## config.mk

```make
export PLATFORM = sky130hd
export DESIGN_NAME = stl_dual_trigger
export DESIGN_NICKNAME = d
export VERILOG_FILES = /design/src/rtl/stl_pkg.sv /design/src/rtl/stl_unit_core.sv /design/src/rtl/stl_gate.sv /design/src/rtl/stl_dual_trigger.sv
export SDC_FILE = /design/constraint.sdc
export NUM_CORES = 1
export LEC_CHECK = 0
export ABC_AREA = 1
export BUFFER_PORTS_ARGS = -buffer_cell sky130_fd_sc_hd__buf_2
export CAP_MARGIN = 20
export CORE_ASPECT_RATIO = 0.75
export CORE_MARGIN = 1.5
export CORE_UTILIZATION = 40
export CTS_CLUSTER_SIZE = 30
export DETAILED_ROUTE_END_ITERATION = 8
export HOLD_SLACK_MARGIN = 0.05
export PLACE_DENSITY_LB_ADDON = 0.15
export RECOVER_POWER = 25
export SLEW_MARGIN = 20
export SYNTH_ARGS = -nofsm -noshare
export SYNTH_HDL_FRONTEND = slang
export SYNTH_HIERARCHICAL = 1
export SYNTH_SLANG_ARGS = --single-unit
```

## constraint.sdc

```tcl
create_clock -name clk -period 5.1 [get_ports clk]
set_input_delay 1.275 -clock clk [delete_from_list [all_inputs] [get_ports clk]]
set_output_delay 1.275 -clock clk [all_outputs]
set_load 0.1 [all_outputs]
```

## src/rtl/stl_pkg.sv

```systemverilog
// Shared encodings for the channel self-trigger combiner.
package stl_pkg;
    typedef enum logic [1:0] {
        PAIR_THRU = 2'd0,
        PAIR_OR   = 2'd1,
        PAIR_AND  = 2'd2,
        PAIR_RSV  = 2'd3
    } pair_mode_e;

    typedef enum logic [1:0] {
        MAIN_OR   = 2'd0,
        MAIN_AND  = 2'd1,
        MAIN_MAJ  = 2'd2,
        MAIN_RSV  = 2'd3
    } main_mode_e;

    typedef enum logic [1:0] {
        SEL_A   = 2'd0,
        SEL_B   = 2'd1,
        SEL_AND = 2'd2,
        SEL_OR  = 2'd3
    } sel_mode_e;
endpackage

```

## src/rtl/stl_unit_core.sv

```systemverilog
// Mask, pair logic and main logic of one trigger unit.
// Stage 1 registers the masked and paired vector.
// Stage 2 registers the OR, the masked AND and the population count.
// The main result that leaves the unit is combinational from the stage-2 registers.
// Assumes NCH is even and that the configuration stays static while in use.
module stl_unit_core
    import stl_pkg::*;
#(
    parameter int NCH   = 64,
    localparam int LVL_W = $clog2(NCH),
    localparam int CNT_W = $clog2(NCH + 1)
) (
    input  logic             clk,
    input  logic             rst_n,
    input  logic [NCH-1:0]   trig,
    input  logic [NCH-1:0]   mask,
    input  logic [1:0]       pair_mode,
    input  logic [1:0]       main_mode,
    input  logic [LVL_W-1:0] level,
    output logic             main_o
);
    localparam int NPAIR = NCH / 2;

    pair_mode_e pm;
    main_mode_e mm;
    assign pm = pair_mode_e'(pair_mode);
    assign mm = main_mode_e'(main_mode);

    logic [NCH-1:0] qual;
    logic [NCH-1:0] pv_c;
    assign qual = trig & mask;

    // Pair logic over consecutive channels, one instance per pair.
    for (genvar k = 0; k < NPAIR; k++) begin : g_pair
        logic lo, hi, both_or, both_and;
        assign lo       = qual[2*k];
        assign hi       = qual[2*k+1];
        assign both_or  = lo | hi;
        assign both_and = lo & hi;
        assign pv_c[2*k]   = (pm == PAIR_OR) ? both_or : (pm == PAIR_AND) ? both_and : lo;
        assign pv_c[2*k+1] = (pm == PAIR_OR) ? both_or : (pm == PAIR_AND) ? both_and : hi;
    end

    logic [NCH-1:0] pv_q, fill_q;
    logic           any_q, paired_q;

    // Stage 1: register the paired vector and the AND fill vector.
    always_ff @(posedge clk) begin
        if (!rst_n) begin
            pv_q     <= '0;
            fill_q   <= '0;
            any_q    <= 1'b0;
            paired_q <= 1'b0;
        end else begin
            pv_q     <= pv_c;
            fill_q   <= pv_c | ~mask;
            any_q    <= |mask;
            paired_q <= (pm == PAIR_OR) || (pm == PAIR_AND);
        end
    end

    logic [CNT_W-1:0] cnt_c;

    // Population count of the registered paired vector.
    always_comb begin
        cnt_c = '0;
        for (int i = 0; i < NCH; i++) cnt_c = cnt_c + CNT_W'(pv_q[i]);
    end

    logic             or_q, and_q, paired2_q;
    logic [CNT_W-1:0] cnt_q;

    // Stage 2: register the three reductions.
    always_ff @(posedge clk) begin
        if (!rst_n) begin
            or_q      <= 1'b0;
            and_q     <= 1'b0;
            cnt_q     <= '0;
            paired2_q <= 1'b0;
        end else begin
            or_q      <= |pv_q;
            and_q     <= any_q & (&fill_q);
            cnt_q     <= cnt_c;
            paired2_q <= paired_q;
        end
    end

    // Main logic: select the reduction, with majority as count >= level.
    always_comb begin
        case (mm)
            MAIN_AND: main_o = and_q;
            MAIN_MAJ: main_o = (cnt_q >= CNT_W'(level));
            default:  main_o = or_q;
        endcase
    end


    and_implies_or_chk: assert property (@(posedge clk) disable iff (!rst_n)
        and_q |-> or_q);


    paired_count_even_chk: assert property (@(posedge clk) disable iff (!rst_n)
        paired2_q |-> !cnt_q[0]);
endmodule

```

## src/rtl/stl_gate.sv

```systemverilog
// Output shaper of one trigger unit. It either registers the main result as it is
// (linear mode) or runs a gate counter that opens on a rising edge of the main result.
// A polarity bit is applied last. Width is given in clock cycles.
module stl_gate #(
    parameter int WID_W = 16
) (
    input  logic             clk,
    input  logic             rst_n,
    input  logic             main_i,
    input  logic             gate_en,
    input  logic             retrig,
    input  logic [WID_W-1:0] width,
    input  logic             invert,
    output logic             out_o
);
    logic             prev_q, lin_q;
    logic [WID_W-1:0] cnt_q;
    logic             rise;

    assign rise = main_i & ~prev_q;

    // Linear register, edge detector and gate countdown.
    always_ff @(posedge clk) begin
        if (!rst_n) begin
            prev_q <= 1'b0;
            lin_q  <= 1'b0;
            cnt_q  <= '0;
        end else begin
            prev_q <= main_i;
            lin_q  <= main_i;
            if (!gate_en)
                cnt_q <= '0;
            else if (rise && (retrig || cnt_q == '0))
                cnt_q <= width;
            else if (cnt_q != '0)
                cnt_q <= cnt_q - 1'b1;
        end
    end

    assign out_o = (gate_en ? (cnt_q != '0) : lin_q) ^ invert;


    open_gate_counts_down_chk: assert property (@(posedge clk) disable iff (!rst_n)
        (gate_en && !retrig && cnt_q != '0) |=> (cnt_q == $past(cnt_q) - 1'b1));


    closed_gate_loads_chk: assert property (@(posedge clk) disable iff (!rst_n)
        (gate_en && main_i && !prev_q && cnt_q == '0) |=> (cnt_q == $past(width)));


    retrig_reload_chk: assert property (@(posedge clk) disable iff (!rst_n)
        (gate_en && retrig && main_i && !prev_q) |=> (cnt_q == $past(width)));
endmodule

```

## src/rtl/stl_dual_trigger.sv

```systemverilog
// Two self-trigger combination units sharing the input vector, plus the
// second-level selector that forms the combined trigger. The latency from
// trig_i to either output is three clock edges.
module stl_dual_trigger
    import stl_pkg::*;
#(
    parameter int NCH   = 64,
    parameter int WID_W = 16,
    localparam int LVL_W = $clog2(NCH)
) (
    input  logic                      clk,
    input  logic                      rst_n,
    input  logic [NCH-1:0]            trig_i,
    input  logic [1:0][NCH-1:0]       mask_i,
    input  logic [1:0][1:0]           pair_mode_i,
    input  logic [1:0][1:0]           main_mode_i,
    input  logic [1:0][LVL_W-1:0]     level_i,
    input  logic [1:0]                gate_en_i,
    input  logic [1:0]                retrig_i,
    input  logic [1:0][WID_W-1:0]     width_i,
    input  logic [1:0]                invert_i,
    input  logic [1:0]                sel_i,
    output logic [1:0]                unit_o,
    output logic                      trig_o
);
    localparam int NUNIT = 2;

    for (genvar u = 0; u < NUNIT; u++) begin : g_unit
        logic main_w;

        stl_unit_core #(.NCH(NCH)) core_i (
            .clk       (clk),
            .rst_n     (rst_n),
            .trig      (trig_i),
            .mask      (mask_i[u]),
            .pair_mode (pair_mode_i[u]),
            .main_mode (main_mode_i[u]),
            .level     (level_i[u]),
            .main_o    (main_w)
        );

        stl_gate #(.WID_W(WID_W)) gate_i (
            .clk     (clk),
            .rst_n   (rst_n),
            .main_i  (main_w),
            .gate_en (gate_en_i[u]),
            .retrig  (retrig_i[u]),
            .width   (width_i[u]),
            .invert  (invert_i[u]),
            .out_o   (unit_o[u])
        );
    end

    sel_mode_e sel;
    assign sel = sel_mode_e'(sel_i);

    // Second-level selector over the two unit outputs.
    always_comb begin
        case (sel)
            SEL_B:   trig_o = unit_o[1];
            SEL_AND: trig_o = unit_o[0] & unit_o[1];
            SEL_OR:  trig_o = unit_o[0] | unit_o[1];
            default: trig_o = unit_o[0];
        endcase
    end


    sel_and_needs_both_chk: assert property (@(posedge clk) disable iff (!rst_n)
        (sel_i == 2'd2 && trig_o) |-> (unit_o[0] && unit_o[1]));


    sel_or_needs_one_chk: assert property (@(posedge clk) disable iff (!rst_n)
        (sel_i == 2'd3 && trig_o) |-> (unit_o[0] || unit_o[1]));
endmodule

```

### Word-level counts from Yosys, hierarchy flattened

Cells that the tools add are included.

| operators by class | value |
|---|---|
| add/subtract/negate cells | 128 |
| multiply operators | 0 |
| divide/modulo/power cells | 0 |
| magnitude comparators | 2 |
| equality and inequality tests | 11 |
| shift-type cells | 0 |
| muxes and demuxes | 265 |
| bitwise logic cells | 144 |
| reductions and logical operators | 18 |

Operators with widths:

| cell | number |
|---|---|
| $add 7x1->7 | 124 |
| $mux 1 | 258 |
| $reduce_or 64->1 | 4 |
| $and 64x64->64 | 2 |
| $not 64->64 | 2 |
| $or 64x64->64 | 2 |
| $reduce_and 64->1 | 2 |
| $and 1x1->1 | 69 |
| $or 1x1->1 | 65 |
| $mux 16 | 4 |
| $logic_not 16->1 | 2 |
| $reduce_bool 16->1 | 2 |
| $sub 16x1->16 const B | 2 |
| $ge 7x6->1 | 2 |
| $eq 2x2->1 const B | 6 |
| $eq 2x1->1 const B | 5 |
| $add 1x1->2 | 2 |
| $pmux 1 s2 | 2 |
| $reduce_and 2->1 | 2 |
| $reduce_bool 2->1 | 2 |
| $pmux 1 s3 | 1 |
| $logic_and 1x1->1 | 2 |
| $logic_or 1x1->1 | 2 |
| $not 1->1 | 2 |
| $xor 1x1->1 | 2 |

| storage, ports and cells | value |
|---|---|
| register bits | 310 |
| bits in latches | 0 |
| RAM bits | 0 |
| memory bits (read-only) | 0 |
| input port bits | 254 |
| output and inout bits | 3 |
| logic and storage cells | 584 |
| memories kept | 0 |

### Logic depth before layout (Yosys ltp)

Gate-level depths: netlist of the first run.

| logic depth | value |
|---|---|
| depth after elaboration | 63 |
| mapped depth | 21 |
| gate-level depth less buffers | 21 |

### By module

Netlist of the first run, hierarchy kept.

By module, submodules not included:

| module | instances | cells each | area each (µm²) | sequential area each (µm²) |
|---|---|---|---|---|
| stl_unit_core (g_unit[0].core_i) | 1 | 1029 | 7870.0 | 2762.6 |
| stl_unit_core (g_unit[1].core_i) | 1 | 1026 | 7858.8 | 2762.6 |
| stl_gate | 2 | 192 | 1167.4 | 340.3 |
| stl_dual_trigger | 1 | 9 | 36.3 | 0.0 |

### Worst setup path after synthesis of the first run

Ideal clock, no wire load.

| timing path | value |
|---|---|
| path kind | register to register |
| from | register g_unit[0].core_i.pv_q[35] |
| to | register g_unit[0].core_i.cnt_q[4] |
| library setup time | 0.070 ns |
| arrival time | 5.403 ns |
| required time | 5.030 ns |
| path slack | -0.373 ns |
| stages on the path, launching flop included | 20 |
| period minus slack after synthesis | 5.473 ns |
| cells stage by stage | dfxtp_1 > inv_1 > fa_1 > inv_1 > fa_1 > inv_1 > fa_1 > fa_1 > inv_1 > fa_1 > fa_1 > fa_1 > inv_1 > fa_1 > inv_1 > fa_1 > inv_1 > o21a_1 > o21ai_0 > a21oi_1 |

| between the ends | value |
|---|---|
| cells in the longest elaborated chain, start to end | 29 |

RTL lines:

| what | line | RTL |
|---|---|---|
| start: declaration | stl_unit_core.sv:44 | `logic [NCH-1:0] pv_q, fill_q;` |
| start signal: assignment | stl_unit_core.sv:55 | `pv_q <= pv_c;` |
| $add 7x1->7 (29 in series) | stl_unit_core.sv:67 | `for (int i = 0; i < NCH; i++) cnt_c = cnt_c + CNT_W'(pv_q[i]);` |
| end signal: assignment | stl_unit_core.sv:83 | `cnt_q <= cnt_c;` |
| end: declaration | stl_unit_core.sv:71 | `logic [CNT_W-1:0] cnt_q;` |

No other way between the ends.
A chain may end at the register's enable or synchronous reset.

### Worst setup path in the final report of the first run

| timing path | value |
|---|---|
| from | register g_unit[0].core_i.pv_q[39] |
| to | register g_unit[0].core_i.cnt_q[4] |

| between the ends | value |
|---|---|
| cells in the longest elaborated chain, start to end | 25 |

RTL lines:

| what | line |
|---|---|
| $add 7x1->7 (25 in series) | stl_unit_core.sv:67 |

No other way between the ends.

==> results of run 1 <==
==> worst max-delay path: cells and delay by family, from the launching register on <==
kind,cells,cell delay (ps)
adders and majority gates,10,4550
buffers and inverters,5,250
AOI/OAI and AO/OA,3,360
DFF,1,320
==> power by group through the flow <==
stage / clock [W] / combinational, W / sequential, W
3_3_place_gp: 0 / 0.00626 / 0.00296
3_5_place_dp: 0 / 0.00634 / 0.00296
6_report: 0.00255 / 0.00681 / 0.00291
5_1_grt: 0.00272 / 0.00786 / 0.00294
2_1_floorplan: 0 / 0.00472 / 0.00290
4_1_cts: 0.00260 / 0.00673 / 0.00291
==> metrics by stage <==
| step | setup TNS (ps) | utilization (%) | std cells | hold WS, ps |
|---|---|---|---|---|
| 3_3_place_gp | -2950 | 45.0 | 3278 | 549 |
| 2_1_floorplan | -962 | - | 2448 | 493 |
| 4_1_cts | -3300 | 47.9 | 3340 | 563 |
| 6_report | -3310 | 47.9 | 3343 | 562 |
| 5_1_grt | -5520 | 47.9 | 3343 | 589 |
| 3_5_place_dp | -3460 | 45.1 | 3279 | 555 |
==> cell usage after synthesis (all sizes together) <==
| cell | n |
|---|---|
| nand2 | 494 |
| dfxtp | 310 |
| xnor2 | 12 |
| ha | 50 |
| nand4 | 34 |
| or2 | 4 |
| clkbuf | 10 |
| fa | 108 |
| a21oi | 166 |
| o21a | 2 |
| inv | 541 |
| buf | 42 |
| o21ai | 212 |
| nor2 | 365 |
| nor3 | 8 |
| nand3 | 68 |
| nand3b | 18 |
| xor2 | 4 |
==> registers in the layout, summed over array words and instances (netlist names) <==
| name | flops |
|---|---|
| g_unit.core_i/pv_q | 128 |
| g_unit.core_i/and_q | 2 |
| g_unit.gate_i/cnt_q | 32 |
| g_unit.gate_i/lin_q | 2 |
| g_unit.core_i/cnt_q | 14 |
| g_unit.core_i/fill_q | 128 |
| g_unit.core_i/any_q | 2 |
| g_unit.core_i/or_q | 2 |
==> per-layer routing <==
metal,GRT usage [%],routed length [um]
met5,0,25
met4,6.84,1480
met3,4.75,3310
met2,34.9,22100
met1,33.9,27300
==> layout make-up <==
cell class | instances | area, um2
Fill cell | 4560 | 23300
Inverter | 541 | 2040
Clock inverter | 9 | 98.8
Sequential cell | 310 | 6210
Timing Repair Buffer | 301 | 1660
Clock buffer | 50 | 1050
Antenna cell | 1 | 2.50
Tap cell | 586 | 733
Multi-Input combinational cell | 1545 | 9630
==> worst max path at each step <==
stage	end	slack (ps)	startpoint
finish	g_unit[0].core_i/cnt_q[4]$_SDFF_PN0_	-420	g_unit[0].core_i/pv_q[39]$_SDFF_PN0_
global route	g_unit[1].core_i/cnt_q[4]$_SDFF_PN0_	-600	g_unit[1].core_i/pv_q[47]$_SDFF_PN0_
CTS	g_unit[0].core_i/cnt_q[4]$_SDFF_PN0_	-440	g_unit[0].core_i/pv_q[47]$_SDFF_PN0_
detailed placement	g_unit[0].core_i/cnt_q[4]$_SDFF_PN0_	-440	g_unit[0].core_i/pv_q[35]$_SDFF_PN0_
global placement	g_unit[0].core_i/cnt_q[4]$_SDFF_PN0_	-360	g_unit[0].core_i/pv_q[35]$_SDFF_PN0_
floorplan	g_unit[0].core_i/cnt_q[4]$_SDFF_PN0_	-210	g_unit[0].core_i/pv_q[35]$_SDFF_PN0_
==> what timing repair did <==
action / in CTS / in global routing
gates resized for setup: 20 / 13
buffers inserted: 4 / 3
gates cloned: 0 / 0
pin swaps: 30 / 19
endpoints found under the setup margin: 12 / 14
==> cell families after synthesis <==
| logic type | synth area share [%] |
|---|---|
| DFF | 34.3 |
| xor gates and xnor gates | 0.774 |
| AOI/OAI and AO/OA | 13.6 |
| adders and majority gates | 15.4 |
| and+or+nand+nor | 22.5 |
| buffers and inverters | 13.4 |
==> results.md, run 1 <==
- The flow ran to the end, but the final reports show violations.
- The final reports fail on max-capacitance violations, max-slew violations, negative setup slack.
- The congestion estimate from routability-driven global placement came to 0.894.
- Overall power consumption after layout is estimated at 0.0123 W.
- In this run the worst path has a maximum fanout of 2.
- The share of synthesized area occupied by flip-flops and latches is 34.3%.
- After synthesis, the cell types taking the most area are dfxtp_1 (34%), fa_1 (12%), nand2_1 (10%), inv_1 (9.1%), nor2_1 (7.4%).
- The reg2reg setup slack is -420 ps.
- The placed standard-cell area is 20100 um2.
- The maximum clock skew at final layout is 12.4 ps.
- The clock slew seen by the registers of the worst setup and hold paths is 60 ps.
- The share of Yosys cell area claimed by the top area cell type is 34.3%.
- The floorplan die area is about 47000 um2.
- In this run the static leakage power is 11.3 nW.
- Clock tree synthesis selected as its root buffer the cell clkbuf_16.
- The post-route clock period utilization is 108%.
- The critical path endpoint category is a register.
- The number of hold violations in the final report came to 0.
- During synthesis, Yosys emitted a total of 6 warnings.
- Across every metal layer, demand over resource in global routing totals about a quarter.
- The number of global-route vias before repair was 15500.
- The netlist area before placement is 18100 um2.
- The path type of the worst min-delay path is reg2reg.
- The critical path goes through inv_2 > fa_1 > inv_2 > fa_2 > inv_2 > fa_2 > fa_1 > fa_1 > fa_1 > fa_2 > fa_1 > inv_2 > ha_4 > fa_2 > inv_2 > o21a_1 > o21ai_1 > a21oi_1.
- For the worst-skew pair, the clock arrives at the later sink with an insertion delay of between 500 and 600 ps.
- The startpoint type of the worst setup path is a register.
- The max-cap violation count is 1.
- Dividing the detail-routed wire length by the instance count gives around 16 um.
- The routed wire length is 54200 um.
- The count of nets left with antenna violations once routing finished came out at 0.
- The layout cell share with drive strength beyond 1 is 24.6%.
- Dividing the detail-routed via count by the number of cells gives 4.72.
- The hold-fix buffer count after cts is 0.
- The maximum vdd drop is 0.613 mV.
- The number of synthesized register bits is 310.
- In this run the most critical hold path is launched from g_unit[1].gate_i/cnt_q[0]$_SDFFE_PN0P_.
- The post-synthesis cell count is 2448.
- The sequential power share is between 20% and 30%.
- The first global-routing pass estimated around 84000 um of wire.
- The required time of the critical path is 5540 ps.
- Setup repair after global routing could not meet its margin everywhere.
- The final layout contains 3147 nets.
- The startpoint of the worst register-to-register path is g_unit[0].core_i/pv_q[39]$_SDFF_PN0_.
- The number of buffers inserted by port buffering is 256.
- Entering global routing, the biggest net connects 83 pins.
- The final count of pins violating max slew is 65.
- The power density normalized to cell area is 572 nW/um2.
- The maximum count of clock buffers along a single path is 3.
- The largest total area in the synthesized netlist belongs to dfxtp_1.
- The number of distinct standard cells referenced by the synthesized netlist is 28.
- The maximum clock frequency is 181 MHz.
- The area added between synthesis and finish is 18.4%.
- The final critical-path setup slack is -424 ps.
- The floorplan has 67 rows.
- The initial detailed-routing violation count is ~930.
- From left edge to right edge, the die measures between 200 and 250 um.
- The die height is 187 um.
- STA puts the critical path data arrival time at roughly 6000 ps.
- The number of endpoints failing setup at the final stage is 12.
- Combinational logic burns 55.5% of the power.
- The kind of critical path is reg2reg.
- The post-layout minimum cycle time is 5520 ps.
- The slew at the pin with the worst max-slew slack is 2370 ps.
- The number of I/O pins is 257.
- In this run, the clock network consumes roughly a fifth of the power.
- Measured in cells, the most critical reg-to-reg path has a length of 18.
- The final cell area excluding filler cells is about 21000 um2.
- The instance count along the most critical hold path is 2.
- Before CTS, the worst setup slack after placement is -444 ps.
- The area inside the core boundary is roughly 45000 um2.
- The most frequent standard cell in the layout excluding fill and tap cells is nand2_1.
- The internal power component is a little over 0.007 W.
- For this run the aggregate overflow at the end of global routing stands at 0.
- The net count after synthesis is 2860.
- The H-tree depth is 2.
- Among all stages on the critical path, the largest delay is contributed by fa_1.
- The worst min-delay path endpoint is g_unit[1].gate_i/cnt_q[0]$_SDFFE_PN0P_.
- The HPWL after detailed placement is 44200 um.
- The initial antenna violation count is 4.
- For this run, the slowest stage of the critical path takes ~560 ps.
- In the layout the commonest cells are nand2_1 (481), inv_1 (427), nor2_1 (356).
- Each instance of the synthesized netlist takes up on average between 7 and 8 um2.
- The via count is 15800.
- The clock tree from TritonCTS is built.
- The initial standard-cell utilization of the core is 40.5%.
- TritonCTS created 36 clock buffers.
- The switching share of power is 41.1%.
- For this run, design rule violations remaining after detail routing come to 0.
- The net switching power is 0.00503 W.
- The first-pass iteration count of the detailed router is 5.
- The number of sinks driven by the clock tree is 310.
- The headroom to the max-slew limit is -57.8%.
- The worst flop-to-flop path endpoint is g_unit[0].core_i/cnt_q[4]$_SDFF_PN0_.
Power figures use the tool's default switching activity.
==> run 2: changes to the inputs <==
--- a/config.mk
+++ b/config.mk
@@ -6,7 +6,7 @@
 export NUM_CORES = 1
 export LEC_CHECK = 0
 export ABC_AREA = 1
-export BUFFER_PORTS_ARGS = -buffer_cell sky130_fd_sc_hd__buf_2
+export BUFFER_PORTS_ARGS = -buffer_cell sky130_fd_sc_hd__buf_4
 export CAP_MARGIN = 20
 export CORE_ASPECT_RATIO = 0.75
 export CORE_MARGIN = 1.5
==> run 2 against run 1 <==
Against the previous run:
- the flow still finishes with violations (max-capacitance violations, max-slew violations, negative setup slack)
- via count fell by 0.41%
- combinational power rose by 2%
- cell count rose by 0.12%
- critical path type unchanged
- largest cell class unchanged
==> results.md, run 2 (synthesis gave the netlist of run 1 again) <==
- The run finished, with violations left.
- The final reports fail on max-capacitance violations, max-slew violations, negative setup slack.
- Internal power comes to 0.00736 W.
- The cell at the root of the clock tree is clkbuf_16.
- The area inside the core boundary is 44700 um2.
- Entering global routing, the biggest net connects 70 pins.
- The number of endpoints failing setup at the final stage is 12.
- The clock network burns 20.9% of the power.
- Max-cap violations in this run came to 2.
- The latest clock arrival within the worst-skew pair is 520 ps.
- The share of total power dissipated in sequential elements is a little under a quarter.
- The initial antenna violation count was 3.
- In the post-route analysis, the smallest setup slack over all paths is -410 ps.
- The count of filler cells inserted in the layout is 4465.
- The cell repeated most along the worst path is fa_1.
- The floorplan die area is 46500 um2.
- The net count reported at finish is 3146.
- The die height is 187 um.
- The congestion estimate from routability-driven global placement came to 0.892.
- TritonCTS built the clock tree.
- STA classifies the critical path endpoint as a register.
- Across all layers, the routed design uses approximately 16000 vias.
- The first global-routing pass estimated 84600 um of wire.
- Setup total negative slack on the finished layout was measured at -3860 ps.
- The area growth from synthesis to layout is 21.6%.
- The required time of the critical path is 5520 ps.
- The number of hold violations in the final report is 0.
- From left edge to right edge, the die measures 249 um.
- The remaining global-route overflow is 0.
- The detail route stage leaves a number of antenna-violating nets equal to 0.
- The placed instance count is approximately 3300.
- After detailed routing, the number of vias per cell comes to 4.70.
- The arrival time at the worst endpoint is between 5000 and 6000 ps.
- The path type of the worst min-delay path is reg2reg.
- The final count of pins violating max slew came to 80.
- The largest registers in the layout are g_unit.core_i/fill_q: 128 flops, g_unit.core_i/pv_q: 128 flops, g_unit.gate_i/cnt_q: 32 flops.
- The routed design could run at a clock period as short as 5510 ps.
- The half-perimeter wire length after detailed placement is ~44000 um.
- For this run, design rule violations remaining after detail routing come to 0.
- The overall track demand over capacity in global routing is around a quarter.
- The reg2reg setup slack is -410 ps.
- The slew at the pin with the worst max-slew slack is 2360 ps.
- The number of standard cells in the layout, taps in and fillers out is 3347.
- The routed wire length is 54500 um.
- After layout, the worst path uses 108% of the clock period.
- In the layout the commonest cells are nand2_1 (481), inv_1 (441), nor2_1 (357).
- The H-tree depth is 2.
- Headroom to the max-slew limit came out at -58.0%.
- The maximum count of clock buffers along a single path is 3.
- The maximum clock frequency is around 180 MHz.
- The analysis attributes to net switching a power of 0.00512 W.
- Cells with a size suffix above 1 make up 23.1% of the layout.
- The switching share of power is 41.0%.
- TritonCTS created 35 clock buffers.
- In this run the power density over the cells is 567 nW/um2.
- Of all nets on the critical path, the largest fanout is 2.
- The row count is 67.
- After clock tree synthesis, the clock-pin slew on the worst setup and hold paths is 60 ps.
- The initial standard-cell utilization of the core is 40.5%.
- The number of global-route vias before repair is 15500.
- The worst setup path is of the reg2reg kind.
- In the final layout, the multi-input gates occupy roughly 9500 um2.
- Setup repair after global routing could not meet its margin everywhere.
- The first-pass iteration count of the detailed router is 5.
- In this run, the combinational gates consume between 50% and 60% of the power.
- IR analysis of the VDD net gives a maximum drop of slightly below 0.8 mV.
- Registers take 6210 um2.
- The startpoint type of the worst setup path is a register.
- Walking the worst path, the cells encountered are inv_2 > fa_1 > inv_1 > fa_2 > inv_2 > fa_2 > fa_1 > fa_1 > fa_1 > fa_1 > fa_1 > inv_2 > ha_4 > fa_2 > buf_4 > buf_4 > o21ai_2 > a21oi_2.
- The number of sinks driven by the clock tree is 310.
- The critical path's slowest cell is fa_1.
- In the final routed layout, each cell accounts on average for 16.3 um.
- The number of buffers inserted by port buffering is 256.
- For this design the top-level I/O count stands at 257.
- The most frequent standard cell in the layout excluding fill and tap cells is nand2_1.
- Summed over all cells, the static leakage comes to 11.5 nW.
- The detailed router finished its first iteration with about 960 violations.
- On the worst path, the slowest cell contributes a delay of about 540 ps.
- The maximum clock skew at final layout is 14.8 ps.
## run 2: metrics by stage
stage | utilization, % | total power [W] | instance area (um2) | worst slack (ps) | hold WS, ps
2_1_floorplan | - | 0.00762 | 18200 | -205 | 493
5_1_grt | 49.2 | 0.0137 | 22000 | -559 | 602
3_5_place_dp | 46.5 | 0.00933 | 20800 | -433 | 555
4_1_cts | 49.3 | 0.0122 | 22000 | -392 | 562
6_report | 49.3 | 0.0125 | 22000 | -410 | 558
3_3_place_gp | 46.4 | 0.00925 | 20700 | -363 | 548
## run 2: final cells by class
cell class,instances,share of cell area (%)
clock buffer,54,4.89
clock inverter,8,0.540
antenna,2,0.0227
tap,586,3.33
multi-input combinational,1545,43.4
sequential,310,28.2
inverter,541,9.25
timing repair buffer,301,10.4
## run 2: worst max-delay path: cells and delay by family, from the launching register on
kind            cells  cell delay [ps]
fa+ha+maj          10             4490
buf+inv             6              450
flops               1              320
compound gates      2              150
## run 2: final timing paths
| path | startpoint | endpoint | depth (start not counted) |
|---|---|---|---|
| max reg2reg | g_unit[1].core_i/pv_q[47]$_SDFF_PN0_ | g_unit[1].core_i/cnt_q[2]$_SDFF_PN0_ | 18 |
| min reg2reg | g_unit[0].core_i/fill_q[11]$_SDFF_PN0_ | g_unit[0].core_i/and_q$_SDFF_PN0_ | 4 |
| min | g_unit[0].core_i/fill_q[11]$_SDFF_PN0_ | g_unit[0].core_i/and_q$_SDFF_PN0_ | 4 |
| max | g_unit[1].core_i/pv_q[47]$_SDFF_PN0_ | g_unit[1].core_i/cnt_q[2]$_SDFF_PN0_ | 18 |
## run 2: what timing repair did
action,in CTS,in global routing
buffers inserted,3,4
gates resized for setup,13,20
pin swaps,9,9
hold buffers,0,0
endpoints found under the setup margin,12,13
## run 2: power by group through the flow
stage               Clock, W  Combinational, W  Sequential [W]
floorplan                  0           0.00472         0.00290
global placement           0           0.00629         0.00296
detailed placement         0           0.00637         0.00296
CTS                  0.00267           0.00657         0.00291
global route         0.00278           0.00797         0.00294
finish               0.00261           0.00696         0.00291
## run 2: per-layer routing
| layer | GRT usage [%] | routed length, um | vias up |
|---|---|---|---|
| met5 | 0 | 17 | - |
| met4 | 5.17 | 1060 | 2 |
| met3 | 3.97 | 3810 | 66 |
| met2 | 36.0 | 23000 | 459 |
| met1 | 34.3 | 26600 | 7203 |
| li1 | - | - | 7993 |
==> run 3: changes to the inputs <==
--- a/config.mk
+++ b/config.mk
@@ -8,9 +8,10 @@
 export ABC_AREA = 1
 export BUFFER_PORTS_ARGS = -buffer_cell sky130_fd_sc_hd__buf_4
 export CAP_MARGIN = 20
-export CORE_ASPECT_RATIO = 0.75
+export CELL_PAD_IN_SITES_DETAIL_PLACEMENT = 0
+export CELL_PAD_IN_SITES_GLOBAL_PLACEMENT = 2
 export CORE_MARGIN = 1.5
-export CORE_UTILIZATION = 40
+export CORE_UTILIZATION = 30
 export CTS_CLUSTER_SIZE = 30
 export DETAILED_ROUTE_END_ITERATION = 8
 export HOLD_SLACK_MARGIN = 0.05
==> run 3 against run 2 <==
Against the previous run:
- the run ends with negative setup slack left
- critical path type unchanged
- clock power grew 2%
- register-to-register slack gained 70 ps
- sequential cell count did not move
==> results.md, run 3 (synthesis gave the netlist of run 1 again) <==
- TritonCTS built the clock tree.
- For the final database, setup skew stands at 15.6 ps.
- The initial antenna violation count is 0.
- The final count of pins violating max slew came to 0.
- The number of I/O pins is about 260.
- Summed over all cells, the static leakage comes to about 12 nW.
- The number of global-route vias before repair was 15800.
- Once routing completed, OpenROAD measured the worst setup slack at -343 ps.
- In this design, the critical path's most frequently occurring cell is fa_1.
- The largest registers in the layout are g_unit.core_i/fill_q: 128 flops, g_unit.core_i/pv_q: 128 flops, g_unit.gate_i/cnt_q: 32 flops.
- The critical path in this run is classified as reg2reg.
- The net count reported at finish is about 3100.
- Setup repair after global routing could not meet its margin everywhere.
- The setup check on the worst reg-to-reg path leaves a slack of -340 ps.
- After clock tree synthesis, the clock-pin slew on the worst setup and hold paths is around 60 ps.
- Port buffering added 256 buffers.
- The initial standard-cell utilization of the core is 30.5%.
- The worst slack after detailed placement is -416 ps.
- The critical path's slowest cell is fa_1.
- The number of buffers created by CTS is 37.
- The power density normalized to cell area is 568 nW/um2.
- The maximum clock frequency is 184 MHz.
- The core region is just under 60000 um2.
- The worst path in the final design needs a cycle of 5440 ps, including I/O delays and setup.
- The number of design rule violations left after detail routing is 0.
- The maximum vdd drop is between 0.6 and 0.7 mV.
- In the layout the commonest cells are nand2_1 (480), inv_1 (420), nor2_1 (356).
- The final RePlAce weighted congestion is 0.871.
- The count of nets left with antenna violations once routing finished came out at 0.
- The maximum net fanout on the critical path is 2.
- In the final layout, the share of cells above drive strength 1 is approximately a quarter.
- Dividing the detail-routed via count by the number of cells gives 4.39.
- For the worst setup path, the data required time is 5560 ps.
- Entering global routing, the biggest net connects 86 pins.
- The path type of the worst min-delay path is reg2reg.
- The post-route clock period utilization is 107%.
- The flow ran to the end, but the final reports show violations.
- Counting every sink on the clock net gives 310.
- The number of buffers and inverters on the critical path is 5.
- The routed wire length is 58100 um.
- The design draws 0.0127 W.
- Traced cell by cell, the critical path runs through inv_2 > fa_1 > fa_1 > inv_1 > fa_1 > inv_1 > fa_1 > fa_1 > fa_1 > fa_2 > fa_1 > inv_2 > ha_4 > fa_2 > inv_2 > o21a_1 > o21ai_1 > a21oi_1.
- The worst setup path is launched from a register.
- STA classifies the critical path endpoint as a register.
- The initial detailed-routing violation count is ~690.
- Once detailed placement completed, the half-perimeter wirelength came to 48300 um.
- In this run the tightest slew margin relative to its limit is 48.9%.
- The number of standard cells in the layout, taps in and fillers out is roughly 3500.
- The max-cap violation count is 0.
- The final reports fail on negative setup slack.
- The floorplan step defined a die boundary enclosing roughly 60000 um2.
- The first-pass iteration count of the detailed router is 5.
- The first global-routing pass estimated 89400 um of wire.
- The placed instance count is 3465.
- The tree is rooted in a clkbuf_16.
- In this run the core area contains 89 standard-cell rows.
- The H-tree depth is 2.
- Counting along the longest clock path gives a buffer depth of 3.
- In the final layout, the multi-input gates occupy 9660 um2.
- The number of antenna diodes in the final layout is 0.
- Data on the critical path arrives at its endpoint at ~6000 ps.
- The die height is roughly 250 um.
- Setup violations remaining at the end of the flow were counted as 12.
- The sequential standard cell area is 6220 um2.
- The via count is 15500.
- Leaving out fill and tap cells, the most frequent cell in the layout is nand2_1.
- The maximum cell stage delay along the critical path is ~550 ps.
- For the worst-skew pair, the clock arrives at the later sink with an insertion delay of 550 ps.
- The remaining global-route overflow is 0.
- For the pin with the worst max-slew slack, the measured transition is 767 ps.
- The number of hold violations in the final report is 0.
- In the final routed layout, each cell accounts on average for approximately 16 um.
- The floorplan step set the die width to between 200 and 250 um.
- The hold-fix buffer count after cts is 0.
- Compared with the post-synthesis result, the final layout area differs by 23.7%.
- Counting the fill cells in the layout gives approximately 6300.
- On the critical path the largest part of the delay comes from adder cells.
- In the global route stage, overall resource usage came out at between 10% and 20%.
## run 3: area by class of cell
type	count	share of cell area [%]
repair buffers	300	10.2
flip-flops and latches	310	27.8
well taps	773	4.32
clock inverters	19	0.945
clock buffers	46	4.51
inverters	541	9.10
multi-input cells	1545	43.1
## run 3: final timing paths
| kind | from | endpoint | depth (start not counted) |
|---|---|---|---|
| min reg2reg | g_unit[1].core_i/fill_q[11]$_SDFF_PN0_ | g_unit[1].core_i/and_q$_SDFF_PN0_ | 4 |
| max | g_unit[0].core_i/pv_q[57]$_SDFF_PN0_ | g_unit[0].core_i/cnt_q[4]$_SDFF_PN0_ | 18 |
| max reg2reg | g_unit[0].core_i/pv_q[57]$_SDFF_PN0_ | g_unit[0].core_i/cnt_q[4]$_SDFF_PN0_ | 18 |
| min | g_unit[1].core_i/fill_q[11]$_SDFF_PN0_ | g_unit[1].core_i/and_q$_SDFF_PN0_ | 4 |
## run 3: metal layers
| layer | GRT usage [%] | share of wire (%) | up-vias |
|---|---|---|---|
| met1 | 25.3 | 48 | 7099 |
| li1 | - | - | 7993 |
| met2 | 31.4 | 45 | 347 |
| met5 | 0 | 0 | - |
| met3 | 2.69 | 4.3 | 70 |
| met4 | 5.59 | 2.5 | 0 |
## run 3: power breakdown
part / switching (W) / internal (W)
clock network: 0.00106 / 0.00161
logic: 0.00398 / 0.00316
registers: 0.000171 / 0.00273
## run 3: timing repair
action	4_1_cts	5_1_grt
pin swaps	20	25
setup endpoints to repair	12	12
buffers inserted	4	2
gates resized for setup	25	18
## run 3: metrics by stage
| stage | util, % | instance area, um2 | hold WS, ps | setup TNS [ps] |
|---|---|---|---|---|
| finish | 37.7 | 22400 | 549 | -3010 |
| global route | 37.7 | 22400 | 588 | -5120 |
| CTS | 37.6 | 22300 | 565 | -3270 |
| detailed placement | 35.4 | 21000 | 553 | -3240 |
| global placement | 35.4 | 21000 | 548 | -3000 |
| floorplan | - | 18200 | 493 | -962 |
## run 3: tightest hold or removal path, delay by kind of cell, from the launching register on
| family | cells | cell delay (ps) |
|---|---|---|
| AND/OR/NAND/NOR | 4 | 200 |
| flip-flops | 1 | 290 |
